**src/rtl/wtb_pkg.sv**
```systemverilog
package wtb_pkg;
  localparam int ADDR_W   = 3;
  localparam int GO_BIT   = 0;
  localparam int MODE_BIT = 1;
  localparam int DIV_LSB  = 16;

  localparam logic [ADDR_W-1:0] A_CTRL    = 3'd0;
  localparam logic [ADDR_W-1:0] A_CNT_LO  = 3'd1;
  localparam logic [ADDR_W-1:0] A_CNT_HI  = 3'd2;
  localparam logic [ADDR_W-1:0] A_SNAP_LO = 3'd3;
  localparam logic [ADDR_W-1:0] A_SNAP_HI = 3'd4;
  localparam logic [ADDR_W-1:0] A_PRE_LO  = 3'd5;
  localparam logic [ADDR_W-1:0] A_PRE_HI  = 3'd6;
endpackage

```
**src/rtl/wtb_prescaler.sv**
```systemverilog
module wtb_prescaler #(
  parameter int DIV_W = 16
) (
  input  logic             clk_i,
  input  logic             rst_ni,
  input  logic [DIV_W-1:0] div_i,
  input  logic             restart_i,
  output logic             tick_o
);
  logic [DIV_W-1:0] phase_q;

  // >= so a divider lowered below the current phase ends the period at once
  assign tick_o = (phase_q >= div_i);

  always_ff @(posedge clk_i or negedge rst_ni) begin
    if (!rst_ni)        phase_q <= '0;
    else if (restart_i) phase_q <= '0;
    else if (tick_o)    phase_q <= '0;
    else                phase_q <= phase_q + 1'b1;
  end
endmodule

```
**src/rtl/wtb_counter.sv**
```systemverilog
module wtb_counter #(
  parameter int WORD_W = 32,
  parameter int WORDS  = 2,
  localparam int CNT_W = WORD_W * WORDS
) (
  input  logic             clk_i,
  input  logic             rst_ni,
  input  logic             inc_i,
  input  logic             load_i,
  input  logic [CNT_W-1:0] load_val_i,
  output logic [CNT_W-1:0] count_o
);
  logic [WORDS-1:0] carry;
  assign carry[0] = inc_i;

  for (genvar g = 0; g < WORDS; g++) begin : g_word
    logic [WORD_W-1:0] word_q;

    always_ff @(posedge clk_i or negedge rst_ni) begin
      if (!rst_ni)       word_q <= '0;
      else if (load_i)   word_q <= load_val_i[g*WORD_W +: WORD_W];
      else if (carry[g]) word_q <= word_q + 1'b1;
    end

    assign count_o[g*WORD_W +: WORD_W] = word_q;

    if (g < WORDS-1) begin : g_ripple
      assign carry[g+1] = carry[g] & (&word_q);
    end
  end
endmodule

```
**src/rtl/wtb_regfile.sv**
```systemverilog
module wtb_regfile
  import wtb_pkg::*;
#(
  parameter int DATA_W = 32,
  parameter int DIV_W  = 16
) (
  input  logic                clk_i,
  input  logic                rst_ni,
  input  logic                req_i,
  input  logic                we_i,
  input  logic [ADDR_W-1:0]   addr_i,
  input  logic [DATA_W-1:0]   wdata_i,
  input  logic [2*DATA_W-1:0] count_i,
  output logic [DIV_W-1:0]    div_o,
  output logic                load_o,
  output logic [2*DATA_W-1:0] preset_o,
  output logic [2*DATA_W-1:0] snap_o,
  output logic [DATA_W-1:0]   rdata_o,
  output logic                rvalid_o
);
  localparam int CNT_W = 2 * DATA_W;

  logic              wr, rd, ctrl_wr, go, snap_stb;
  logic [DIV_W-1:0]  div_q;
  logic              mode_q;
  logic [CNT_W-1:0]  preset_q, snap_q;
  logic [DATA_W-1:0] ctrl_rd, rd_mux;

  assign wr       = req_i & we_i;
  assign rd       = req_i & ~we_i;
  assign ctrl_wr  = wr && (addr_i == A_CTRL);
  assign go       = ctrl_wr && wdata_i[GO_BIT];
  assign load_o   = go && wdata_i[MODE_BIT];
  assign snap_stb = go && !wdata_i[MODE_BIT];

  always_ff @(posedge clk_i or negedge rst_ni) begin
    if (!rst_ni) begin
      div_q  <= '0;
      mode_q <= 1'b0;
    end else if (ctrl_wr) begin
      div_q  <= wdata_i[DIV_LSB +: DIV_W];
      mode_q <= wdata_i[MODE_BIT];
    end
  end

  always_ff @(posedge clk_i or negedge rst_ni) begin
    if (!rst_ni) begin
      preset_q <= '0;
    end else if (wr) begin
      if (addr_i == A_PRE_LO) preset_q[DATA_W-1:0]     <= wdata_i;
      if (addr_i == A_PRE_HI) preset_q[CNT_W-1:DATA_W] <= wdata_i;
    end
  end

  always_ff @(posedge clk_i or negedge rst_ni) begin
    if (!rst_ni)       snap_q <= '0;
    else if (snap_stb) snap_q <= count_i;
  end

  always_comb begin
    ctrl_rd = '0;
    ctrl_rd[DIV_LSB +: DIV_W] = div_q;
    ctrl_rd[MODE_BIT] = mode_q;
  end

  always_comb begin
    case (addr_i)
      A_CTRL:    rd_mux = ctrl_rd;
      A_CNT_LO:  rd_mux = count_i[DATA_W-1:0];
      A_CNT_HI:  rd_mux = count_i[CNT_W-1:DATA_W];
      A_SNAP_LO: rd_mux = snap_q[DATA_W-1:0];
      A_SNAP_HI: rd_mux = snap_q[CNT_W-1:DATA_W];
      A_PRE_LO:  rd_mux = preset_q[DATA_W-1:0];
      A_PRE_HI:  rd_mux = preset_q[CNT_W-1:DATA_W];
      default:   rd_mux = '0;
    endcase
  end

  always_ff @(posedge clk_i or negedge rst_ni) begin
    if (!rst_ni) begin
      rvalid_o <= 1'b0;
      rdata_o  <= '0;
    end else begin
      rvalid_o <= rd;
      if (rd) rdata_o <= rd_mux;
    end
  end

  assign div_o    = div_q;
  assign preset_o = preset_q;
  assign snap_o   = snap_q;
endmodule

```
**src/rtl/wide_timebase.sv**
```systemverilog
module wide_timebase
  import wtb_pkg::*;
#(
  parameter int DATA_W = 32,
  parameter int DIV_W  = 16
) (
  input  logic              clk_i,
  input  logic              rst_ni,
  input  logic              req_i,
  input  logic              we_i,
  input  logic [2:0]        addr_i,
  input  logic [DATA_W-1:0] wdata_i,
  output logic [DATA_W-1:0] rdata_o,
  output logic              rvalid_o
);
  localparam int CNT_W = 2 * DATA_W;

  logic [DIV_W-1:0] div_w;
  logic             load_w, tick_w;
  logic [CNT_W-1:0] count_w, preset_w, snap_w;

  wtb_regfile #(.DATA_W(DATA_W), .DIV_W(DIV_W)) u_regs (
    .clk_i, .rst_ni, .req_i, .we_i, .addr_i, .wdata_i,
    .count_i (count_w),
    .div_o   (div_w),
    .load_o  (load_w),
    .preset_o(preset_w),
    .snap_o  (snap_w),
    .rdata_o, .rvalid_o
  );

  wtb_prescaler #(.DIV_W(DIV_W)) u_pre (
    .clk_i, .rst_ni,
    .div_i    (div_w),
    .restart_i(load_w),
    .tick_o   (tick_w)
  );

  wtb_counter #(.WORD_W(DATA_W), .WORDS(2)) u_cnt (
    .clk_i, .rst_ni,
    .inc_i     (tick_w),
    .load_i    (load_w),
    .load_val_i(preset_w),
    .count_o   (count_w)
  );
endmodule

```
**config.mk**
```make
export PLATFORM = sky130hd
export DESIGN_NAME = wide_timebase
export DESIGN_NICKNAME = d
export VERILOG_FILES = /design/src/rtl/wtb_pkg.sv /design/src/rtl/wtb_prescaler.sv /design/src/rtl/wtb_counter.sv /design/src/rtl/wtb_regfile.sv /design/src/rtl/wide_timebase.sv
export SDC_FILE = /design/constraint.sdc
export NUM_CORES = 1
export LEC_CHECK = 0
export BUFFER_PORTS_ARGS = -buffer_cell sky130_fd_sc_hd__buf_2
export CAP_MARGIN = 20
export CORE_UTILIZATION = 35
export CTS_CLUSTER_SIZE = 40
export DETAILED_ROUTE_END_ITERATION = 6
export SLEW_MARGIN = 20
export SYNTH_ARGS = -nofsm -noshare
export SYNTH_HDL_FRONTEND = slang
export SYNTH_SLANG_ARGS = --single-unit
```
**constraint.sdc**
```tcl
create_clock -name clk_i -period 2.4 [get_ports clk_i]
set_input_delay 0.24 -clock clk_i [delete_from_list [all_inputs] [get_ports clk_i]]
set_output_delay 0.24 -clock clk_i [all_outputs]
set_load 0.1 [all_outputs]
```
== After elaboration in Yosys (flattened, before gate mapping) ==
Index checks and enable logic that the tools add are counted.
Word-level totals
  register bits after elaboration: 258
  latch bits: 0
  bits in writable memories: 0
  bits in read-only memories: 0
  bits of input ports: 39
  output and inout bits: 33
  word-level logic and storage cells: 42
  memories: 0
Cells by class
  $add $sub $neg: 3
  $mul: 0
  divide/modulo/power cells: 0
  order comparisons: 1
  equality and inequality tests: 6
  shifts and indexed selects: 0
  muxes and demuxes: 7
  bitwise gates (word level): 4
  reductions and logical operators: 11
Operators with widths (count)
  $pmux 32 s7: 1
  $mux 32: 4
  $add 32x1->32 const B: 2
  $mux 16: 2
  $reduce_and 32->1: 1
  $add 16x1->16 const B: 1
  $ge 16x16->1: 1
  $eq 3x3->1 const B: 3
  $eq 3x2->1 const B: 2
  $logic_and 1x1->1: 4
  $reduce_and 2->1: 2
  $reduce_bool 2->1: 2
  $and 1x1->1: 3
  $eq 3x1->1 const B: 1
  $logic_not 3->1: 1
  $logic_not 1->1: 1
  $not 1->1: 1

== Longest topological paths before layout ==
Gate-level depths: netlist of the first run.
  word-level depth: 5
  gate-level depth with buffers: 11
  depth with buffers taken out: 8

== By module ==
From an unflattened synthesis of the first run, not the netlist that was laid out.
Second synthesis, totals
  cell total of the unflattened synthesis: 1230
  area, all modules: 13825.8 µm²
Modules (own cells, without submodules)
  wtb_regfile: instances 1, cells an instance 642, area an instance 8694.6 µm², seq. area each 4454.3 µm²
  wtb_counter: instances 1, cells an instance 454, area an instance 3865.0 µm², seq. area each 1601.5 µm²
  wtb_prescaler: instances 1, cells an instance 134, area an instance 1266.2 µm², seq. area each 400.4 µm²

== Worst setup path after synthesis of the first run ==
No wires, ideal clock.
  path kind: reg2reg
  start: register u_pre.phase_q[11]
  end: register u_cnt.g_word[1].word_q[25]
  arrival: 2539 ps
  setup slack: -266 ps
  stages on the path, launching flop included: 9
  buffers on the path: 1
  clock period less this slack: 2666 ps
  cells stage by stage: dfrtp_1 -> ha_1 -> and4_1 -> nand2_1 -> or4_4 -> buf_4 -> a311oi_2 -> mux2i_1 -> nand3_1
Between the ends
  cells in the longest elaborated chain, start to end: 3
RTL lines
  from (decl): RTL line wtb_prescaler.sv:10  | logic [DIV_W-1:0] phase_q;
  from (signal assigned): RTL line wtb_prescaler.sv:19  | else phase_q <= phase_q + 1'b1;
  $ge 16x16->1: RTL line wtb_prescaler.sv:13  | assign tick_o = (phase_q >= div_i);
  $and 1x1->1: RTL line wtb_counter.sv:28  | assign carry[g+1] = carry[g] & (&word_q);
  $reduce_bool 2->1 (no line)
  to (signal assigned): RTL line wtb_counter.sv:21  | else if (load_i) word_q <= load_val_i[g*WORD_W +: WORD_W];
  to (signal assigned): RTL line wtb_counter.sv:22  | else if (carry[g]) word_q <= word_q + 1'b1;
  to (decl): RTL line wtb_counter.sv:17  | logic [WORD_W-1:0] word_q;
No other way between the ends.
A chain may end at the register's enable or synchronous reset.

== Worst setup path in the final report of the first run ==
  start: register u_pre.phase_q[11]
  end: register u_cnt.g_word[1].word_q[12]
Same word-level chain as after synthesis.

==> results of run 1 <==
-- final cells by class --
class	instances	area share (%)
Clock buffer	41	4.74
Clock inverter	5	0.168
Inverter	28	0.614
Multi-Input combinational cell	930	39.7
Sequential cell	258	37.7
Tap cell	504	3.68
Timing Repair Buffer	278	13.4
-- power by group --
| group | leakage (nW) | switching (W) | internal (W) |
|---|---|---|---|
| Combinational | 4.00 | 0.00234 | 0.00167 |
| Sequential | 3.10 | 0.000677 | 0.00521 |
| Clock | 0.416 | 0.00177 | 0.00231 |
| Total | 7.52 | 0.00478 | 0.00919 |
-- metrics by stage --
step | util (%) | setup WS (ns) | cells
5_1_grt | 46.4 | -0.356 | 2044
6_report | 46.4 | -0.289 | 2044
3_5_place_dp | 41.3 | -0.311 | 1938
3_3_place_gp | 41.3 | -0.283 | 1938
4_1_cts | 45.2 | -0.251 | 2028
2_1_floorplan | - | -0.142 | 1306
-- sequential cells by signal, summed over array words and instances (netlist names) --
register	count
u_cnt.g_word.word_q	64
u_pre.phase_q	16
u_regs.div_o	16
u_regs.mode_q	1
u_regs.preset_o	64
u_regs.rdata_o	32
u_regs.rvalid_o	1
u_regs.snap_o	64
-- cell usage in the layout (no fill, tap or decap), types with 7 or more instances in the layout --
cell type	netlist	routed
a21oi_1	28	28
a221oi_1	18	18
a22oi_1	46	46
a311oi_4	1	7
a31oi_1	45	36
a31oi_4	0	8
and2_1	16	16
and3_1	20	17
and4_1	13	11
buf_12	0	15
buf_2	4	70
buf_4	1	147
buf_6	3	8
clkbuf_1	71	8
clkbuf_16	0	32
dfrtp_1	258	258
dlygate4sd3_1	0	31
ha_1	19	13
inv_1	28	24
mux2_2	126	126
mux2i_1	31	31
nand2_1	158	156
nand3_1	48	46
nand4_1	23	23
nor2_1	91	89
nor3_1	20	18
o21ai_0	76	74
o31ai_1	20	15
or4_1	18	12
or4_4	2	8
xnor2_1	21	21
xor2_1	9	9
-- logic make-up after synthesis --
| family | count (synthesis) | synth area share [%] |
|---|---|---|
| AO/OA/AOI/OAI | 276 | 14.0 |
| XOR/XNOR | 30 | 1.99 |
| adder cells (fa/ha/maj) | 19 | 1.80 |
| buffers and inverters | 119 | 3.61 |
| flip-flops | 258 | 48.8 |
| multiplexers | 158 | 13.2 |
| AND/OR/NAND/NOR | 446 | 16.5 |
-- how the worst max path moves through the flow --
stage | from | to | slack [ns] | cells past startpoint
finish | u_pre.phase_q[11]$_DFF_PN0_ | u_cnt.g_word[1].word_q[12]$_DFFE_PN0P_ | -0.29 | 8
global route | u_regs.div_o[12]$_DFFE_PN0P_ | u_cnt.g_word[1].word_q[6]$_DFFE_PN0P_ | -0.36 | 9
floorplan | u_pre.phase_q[14]$_DFF_PN0_ | u_cnt.g_word[1].word_q[13]$_DFFE_PN0P_ | -0.14 | 9
detailed placement | u_regs.div_o[14]$_DFFE_PN0P_ | u_cnt.g_word[0].word_q[24]$_DFFE_PN0P_ | -0.31 | 9
CTS | u_pre.phase_q[11]$_DFF_PN0_ | u_cnt.g_word[1].word_q[18]$_DFFE_PN0P_ | -0.25 | 8
global placement | u_regs.div_o[14]$_DFFE_PN0P_ | u_cnt.g_word[0].word_q[27]$_DFFE_PN0P_ | -0.28 | 10
-- per-layer routing --
metal	vias to the layer above	wire (µm)	track usage, %	part of all wire, %
met3	56	2800	3.63	6.7
li1	5215	-	-	-
met1	5728	19100	31.3	46
met4	0	757	5.56	1.8
met5	-	0	0	0
met2	389	19100	33.1	46
-- worst max-delay path, stage by stage (launching register included) --
cell,delay (ns)
dfrtp_1,0.42
ha_4,0.28
and4_4,0.24
nand2_2,0.04
or4_4,0.61
and3_4,0.24
buf_6,0.14
or4_4,0.41
a31oi_1,0.19
-- repair_timing --
action,in CTS,in global routing
gates cloned,1,3
hold buffers,31,0
setup buffers,12,14
endpoints found under the setup margin,77,80
pin swaps,27,32
resized for setup,31,48
hold endpoints to repair,127,0
==> impl_metrics.toml, run 1 <==
[floorplanning]
die_area_um2 = 38600
num_rows = 70
core_area_um2 = 36900
dieHeight_um = 196
die_w_um = 196
ios = 72
start_util_pct = 35.9

[sta]
fmax_ghz = 0.372
hold_viol = 0
min_period_ns = 2.69
max_slew.worst_pin.slew_ns = 0.761
setup_violations = 78
drv_slew = 0
setup-tns-final_ns = -12.86
hold-worst-slack_ns = 0.0269
clock-skew-final_ns = 0.0221
rsz0062_at_grt = "true"
relSlewSlack_pct = 49.3
period_share_pct = 112
setup_ws_ns = -0.289

[clock_network]
clk_pin_slew_ns = 0.06
cts_buffer_depth = 3
cts_tree = "done"
h-tree-depth = 1
clock_sinks = 258
cts_buffers = 29
insertion_delay_ns = 0.57
cts_root_buf = "clkbuf_16"

[synth]
seq_area_frac_synth_pct = 48.8
synthDistinctLibCells = 60
synth_edf_count = 0
yosysTopAreaCellShare_pct = 48.8
syn-cell-area_um2 = 13200
synth.area.top_cells = "dfrtp_1 (49%), mux2_2 (11%), nand2_1 (4.5%), o21ai_0 (2.9%), a22oi_1 (2.6%)"
synth_seq_cells = 258
yosysMostFrequentCell = "dfrtp_1"
synth_common_cells = "dfrtp_1 (258), nand2_1 (158), mux2_2 (126), nor2_1 (91), o21ai_0 (76)"
ys.flop_type = "dfrtp_1"
async_flop_share_pct = 100
yosys_warnings = 0
synth_nets = 1364
synthCells = 1306
yosysTopAreaCell = "dfrtp_1"
syn_area_per_cell_um2 = 10.1

[drt]
wl_per_cell_um = 20.4
drtPass1Iterations = 5
drtIter0Drc = 897
vias = 11400
vias_per_cell = 5.57
ant_nets = 0
drc_errors = 0
drt_wl_total_um = 41800

[setup_path]
r2r_start = "u_pre.phase_q[11]$_DFF_PN0_"
cp-start-kind = "flip-flop"
end_kind = "flip-flop"
reg2regPathDepth = 8
regToRegEndpoint = "u_cnt.g_word[1].word_q[12]$_DFFE_PN0P_"
crit_type = "flip-flop to flip-flop"
arrival_ns = 3.15
r2r_slack_ns = -0.29
required_ns = 2.86
cp_max_fo = 8

[hold_path]
hold_end = "u_regs.preset_o[32]$_DFFE_PN0P_"
holdPathStages = 2
hp-class = "input pin to flip-flop"
min-delay-start = "wdata_i[0]"

[global_routing]
grt_start_max_net_pins = 74
grt.overflow.total = 0
track_usage_pct = 21.5
grt_pass1_vias = 11200
antenna_found_initial = 0
grt_pass1_wl_um = 65200

[power]
vdd_drop_max_v = 0.000529
p_per_area_nw_per_um2 = 816
power_w = 0.0140
leakagePower_nw = 7.52

[finish]
drive_above_1_share_pct = 31.4
nets = 1583
design_area_um2 = 17100
syn2layout_area_growth_pct = 29.4
multi_input_area_um2 = 6800
seq_area_um2 = 6460
final.fill_count = 3410
diodes = 0

[place]
place_congestion = 0.853
place_area_um2 = 15200
hpwl_um = 28300
port_buffers = 71

[flow_run]
cap_viol_max_count = 0

[status]
violations = "negative setup slack"
status = "finished with violations"
(Power assumes the default switching activity.)
==> run 2: changes to the inputs <==
Settings changed: ABC_AREA set to 1, CTS_BUF_LIST set to sky130_fd_sc_hd__clkbuf_4 sky130_fd_sc_hd__clkbuf_8.
Clock period 2.4 ns to 2.6 ns, I/O delays scaled along.
==> run 2 against run 1 <==
  * The flow now finishes without violations
  * Maximum frequency is 15% higher
  * Global-route usage is 3.1 points higher
  * Cell area fell by 4.4%
  * Setup slack gained 0.56 ns
  * Sequential cell count unchanged
  * Critical path depth increased by 2
  * Register-to-register slack better by 0.56 ns
  * Critical endpoint is now u_cnt.g_word[1].word_q[6]$_DFFE_PN0P_
==> impl_metrics.toml, run 2 <==
[clock_network]
h-tree-depth = 2
clock_sinks = 258
cts_buffer_depth = 3
insertion_delay_ns = 0.60
clk_pin_slew_ns = 0.06
postCtsSetupRepairBufs = 0
cts_resized = 0
cts_tree = "done"
cts_root_buf = "clkbuf_8"
cts_buffers = 47

[setup_path]
cp_max_fo = 32
r2r_slack_ns = 0.27
cp-start-kind = "flip-flop"
slowest_delay_ns = 0.39
r2r_start = "u_cnt.g_word[0].word_q[1]$_DFFE_PN0P_"
slowest_stage = "dfrtp_1"
reg2regPathDepth = 10
end_kind = "flip-flop"
crit_path_cell_trace = "ha_1, nand2_1, nor2_1, nand3_1, nor2_2, nand4_1, nand2_2, buf_4, nand3_1, nand2_1"
regToRegEndpoint = "u_cnt.g_word[1].word_q[6]$_DFFE_PN0P_"
arrival_ns = 2.85
crit_type = "flip-flop to flip-flop"
crit_start = "u_cnt.g_word[0].word_q[1]$_DFFE_PN0P_"
required_ns = 3.12

[place]
place_congestion = 0.955
port_buffers = 71
hpwl_um = 36100

[synth]
synth_seq_cells = 258
yosysTopAreaCellShare_pct = 46.1
synthDistinctLibCells = 36
synth.area.top_cells = "dfrtp_1 (46%), nand2_1 (20%), o21ai_0 (7.3%), inv_1 (5.1%), nor2_1 (4.1%)"
synth_common_cells = "nand2_1 (750), dfrtp_1 (258), o21ai_0 (204), inv_1 (190), nor2_1 (152)"
yosysMostFrequentCell = "nand2_1"
async_flop_share_pct = 100
yosysTopAreaCell = "dfrtp_1"
ys.flop_type = "dfrtp_1"
synthCells = 1958
syn-cell-area_um2 = 14000
syn_area_per_cell_um2 = 7.15
yosys_warnings = 0
synth_edf_count = 0
synth_nets = 2016
seq_area_frac_synth_pct = 46.1

[sta]
hold_viol = 0
clock-skew-final_ns = 0.0188
relSlewSlack_pct = 52.4
rsz0062_at_grt = "false"
drv_slew = 0
hold-worst-slack_ns = 0.0275
min_period_ns = 2.33
fmax_ghz = 0.429
setup-tns-final_ns = 0
max_slew.worst_pin.slew_ns = 0.715
period_share_pct = 89.6
setup_violations = 0

[power]
clockPowerShare_pct = 35.6
p_seq_share_pct = 43.0
intPower_w = 0.00771
swShare_pct = 34.6
switching_power_w = 0.00407
leakagePower_nw = 7.93
vdd_drop_max_v = 0.000303
p_per_area_nw_per_um2 = 719
p_comb_share_pct = 21.5

[drt]
ant_nets = 0
drt_wl_total_um = 49900
vias = 13700
wl_per_cell_um = 19.1
drtPass1Iterations = 7
drc_errors = 0
drtIter0Drc = 1319
vias_per_cell = 5.22

[finish]
syn2layout_area_growth_pct = 16.9
diodes = 0
drive_above_1_share_pct = 10.1
layout_commonest_cell = "nand2_1"
nets = 2127
mostFrequentLayoutCells = "nand2_1 (750), dfrtp_1 (258), o21ai_0 (204)"

[floorplanning]
die_w_um = 202
start_util_pct = 35.9
ios = 72
die_area_um2 = 40800
core_area_um2 = 39000
dieHeight_um = 202
num_rows = 72

[global_routing]
grt_pass1_wl_um = 77800
grt.overflow.total = 0
track_usage_pct = 24.7
grt_start_max_net_pins = 73
grt_pass1_vias = 12900
antenna_found_initial = 0

[status]
status = "finished, final reports clean"

[hold_path]
hp-class = "input pin to flip-flop"
hold_end = "u_regs.preset_o[0]$_DFFE_PN0P_"
min-delay-start = "wdata_i[0]"
holdPathStages = 3

[flow_run]
cap_viol_max_count = 0
-- run 2: changes by cell type in the layout (fill, tap and decap cells not counted), sizes merged, moves of 64 or more --
cell,before,now
nand2,158,753
inv,29,193
o21ai,76,215
buf,244,117
mux2,126,4
nor2,91,155
-- run 2: worst max-delay path: cells and delay by family, from the launching register on --
kind | cells | cell delay (ns)
fa+ha+maj | 1 | 0.19
buf+inv | 1 | 0.37
flops | 1 | 0.39
simple gates | 8 | 1.30
-- run 2: worst max-delay path by stage --
stage	endpoint	cells after the start	slack [ns]
floorplan	u_cnt.g_word[0].word_q[4]$_DFFE_PN0P_	10	0.86
global placement	u_cnt.g_word[1].word_q[19]$_DFFE_PN0P_	10	0.34
detailed placement	u_cnt.g_word[1].word_q[19]$_DFFE_PN0P_	10	0.30
CTS	u_cnt.g_word[1].word_q[19]$_DFFE_PN0P_	10	0.30
global route	u_cnt.g_word[1].word_q[30]$_DFFE_PN0P_	10	0.06
finish	u_cnt.g_word[1].word_q[6]$_DFFE_PN0P_	10	0.27
-- run 2: final cells by class --
cell class              instances  area (µm²)
clock buffers                  71         915
inverters                     196         736
fillers                      4068       22600
repair buffers                148        1130
clock inverters                 7        85.1
well taps                     518         648
multi-input cells            1418        6400
flip-flops and latches        258        6460
-- run 2: repair_timing --
action                                 4_1_cts  5_1_grt
setup endpoints to repair                    0        0
hold buffers                                31        0
endpoints found under the hold margin      288        0
-- run 2: power groups by stage --
stage	combinational, W	sequential, W	clock, W
global placement	0.00243	0.00509	0
global route	0.00280	0.00512	0.00444
floorplan	0.00119	0.00550	0
CTS	0.00252	0.00504	0.00426
finish	0.00253	0.00506	0.00419
detailed placement	0.00246	0.00510	0
-- run 2: routing by layer --
layer  up-vias  wire [µm]  track usage, %
met3        89       3730            3.74
met4         0       1310            7.93
met5         -          0               0
met1      6541      22700            35.4
li1       6479          -               -
met2       547      22200            38.0
-- run 2: kinds of logic (layout without fill, tap and decap cells) --
family | after synthesis | count (layout) | share of synthesized area [%]
simple gates | 1053 | 1053 | 30.1
compound gates | 324 | 324 | 12.4
buf+inv | 282 | 422 | 8.31
flops | 258 | 258 | 46.1
fa+ha+maj | 19 | 19 | 1.70
xor+xnor | 18 | 18 | 1.13
mux | 4 | 4 | 0.322
-- run 2: metrics by stage --
step	cell area [µm²]	total power (W)	util, %	std cells	worst slack, ns
5_1_grt	16400	0.0124	42.0	2616	0.0622
3_3_place_gp	15100	0.00752	38.6	2507	0.341
4_1_cts	16400	0.0118	42.0	2616	0.296
2_1_floorplan	14000	0.00668	-	1958	0.860
6_report	16400	0.0118	42.0	2616	0.269
3_5_place_dp	15100	0.00757	38.6	2507	0.300
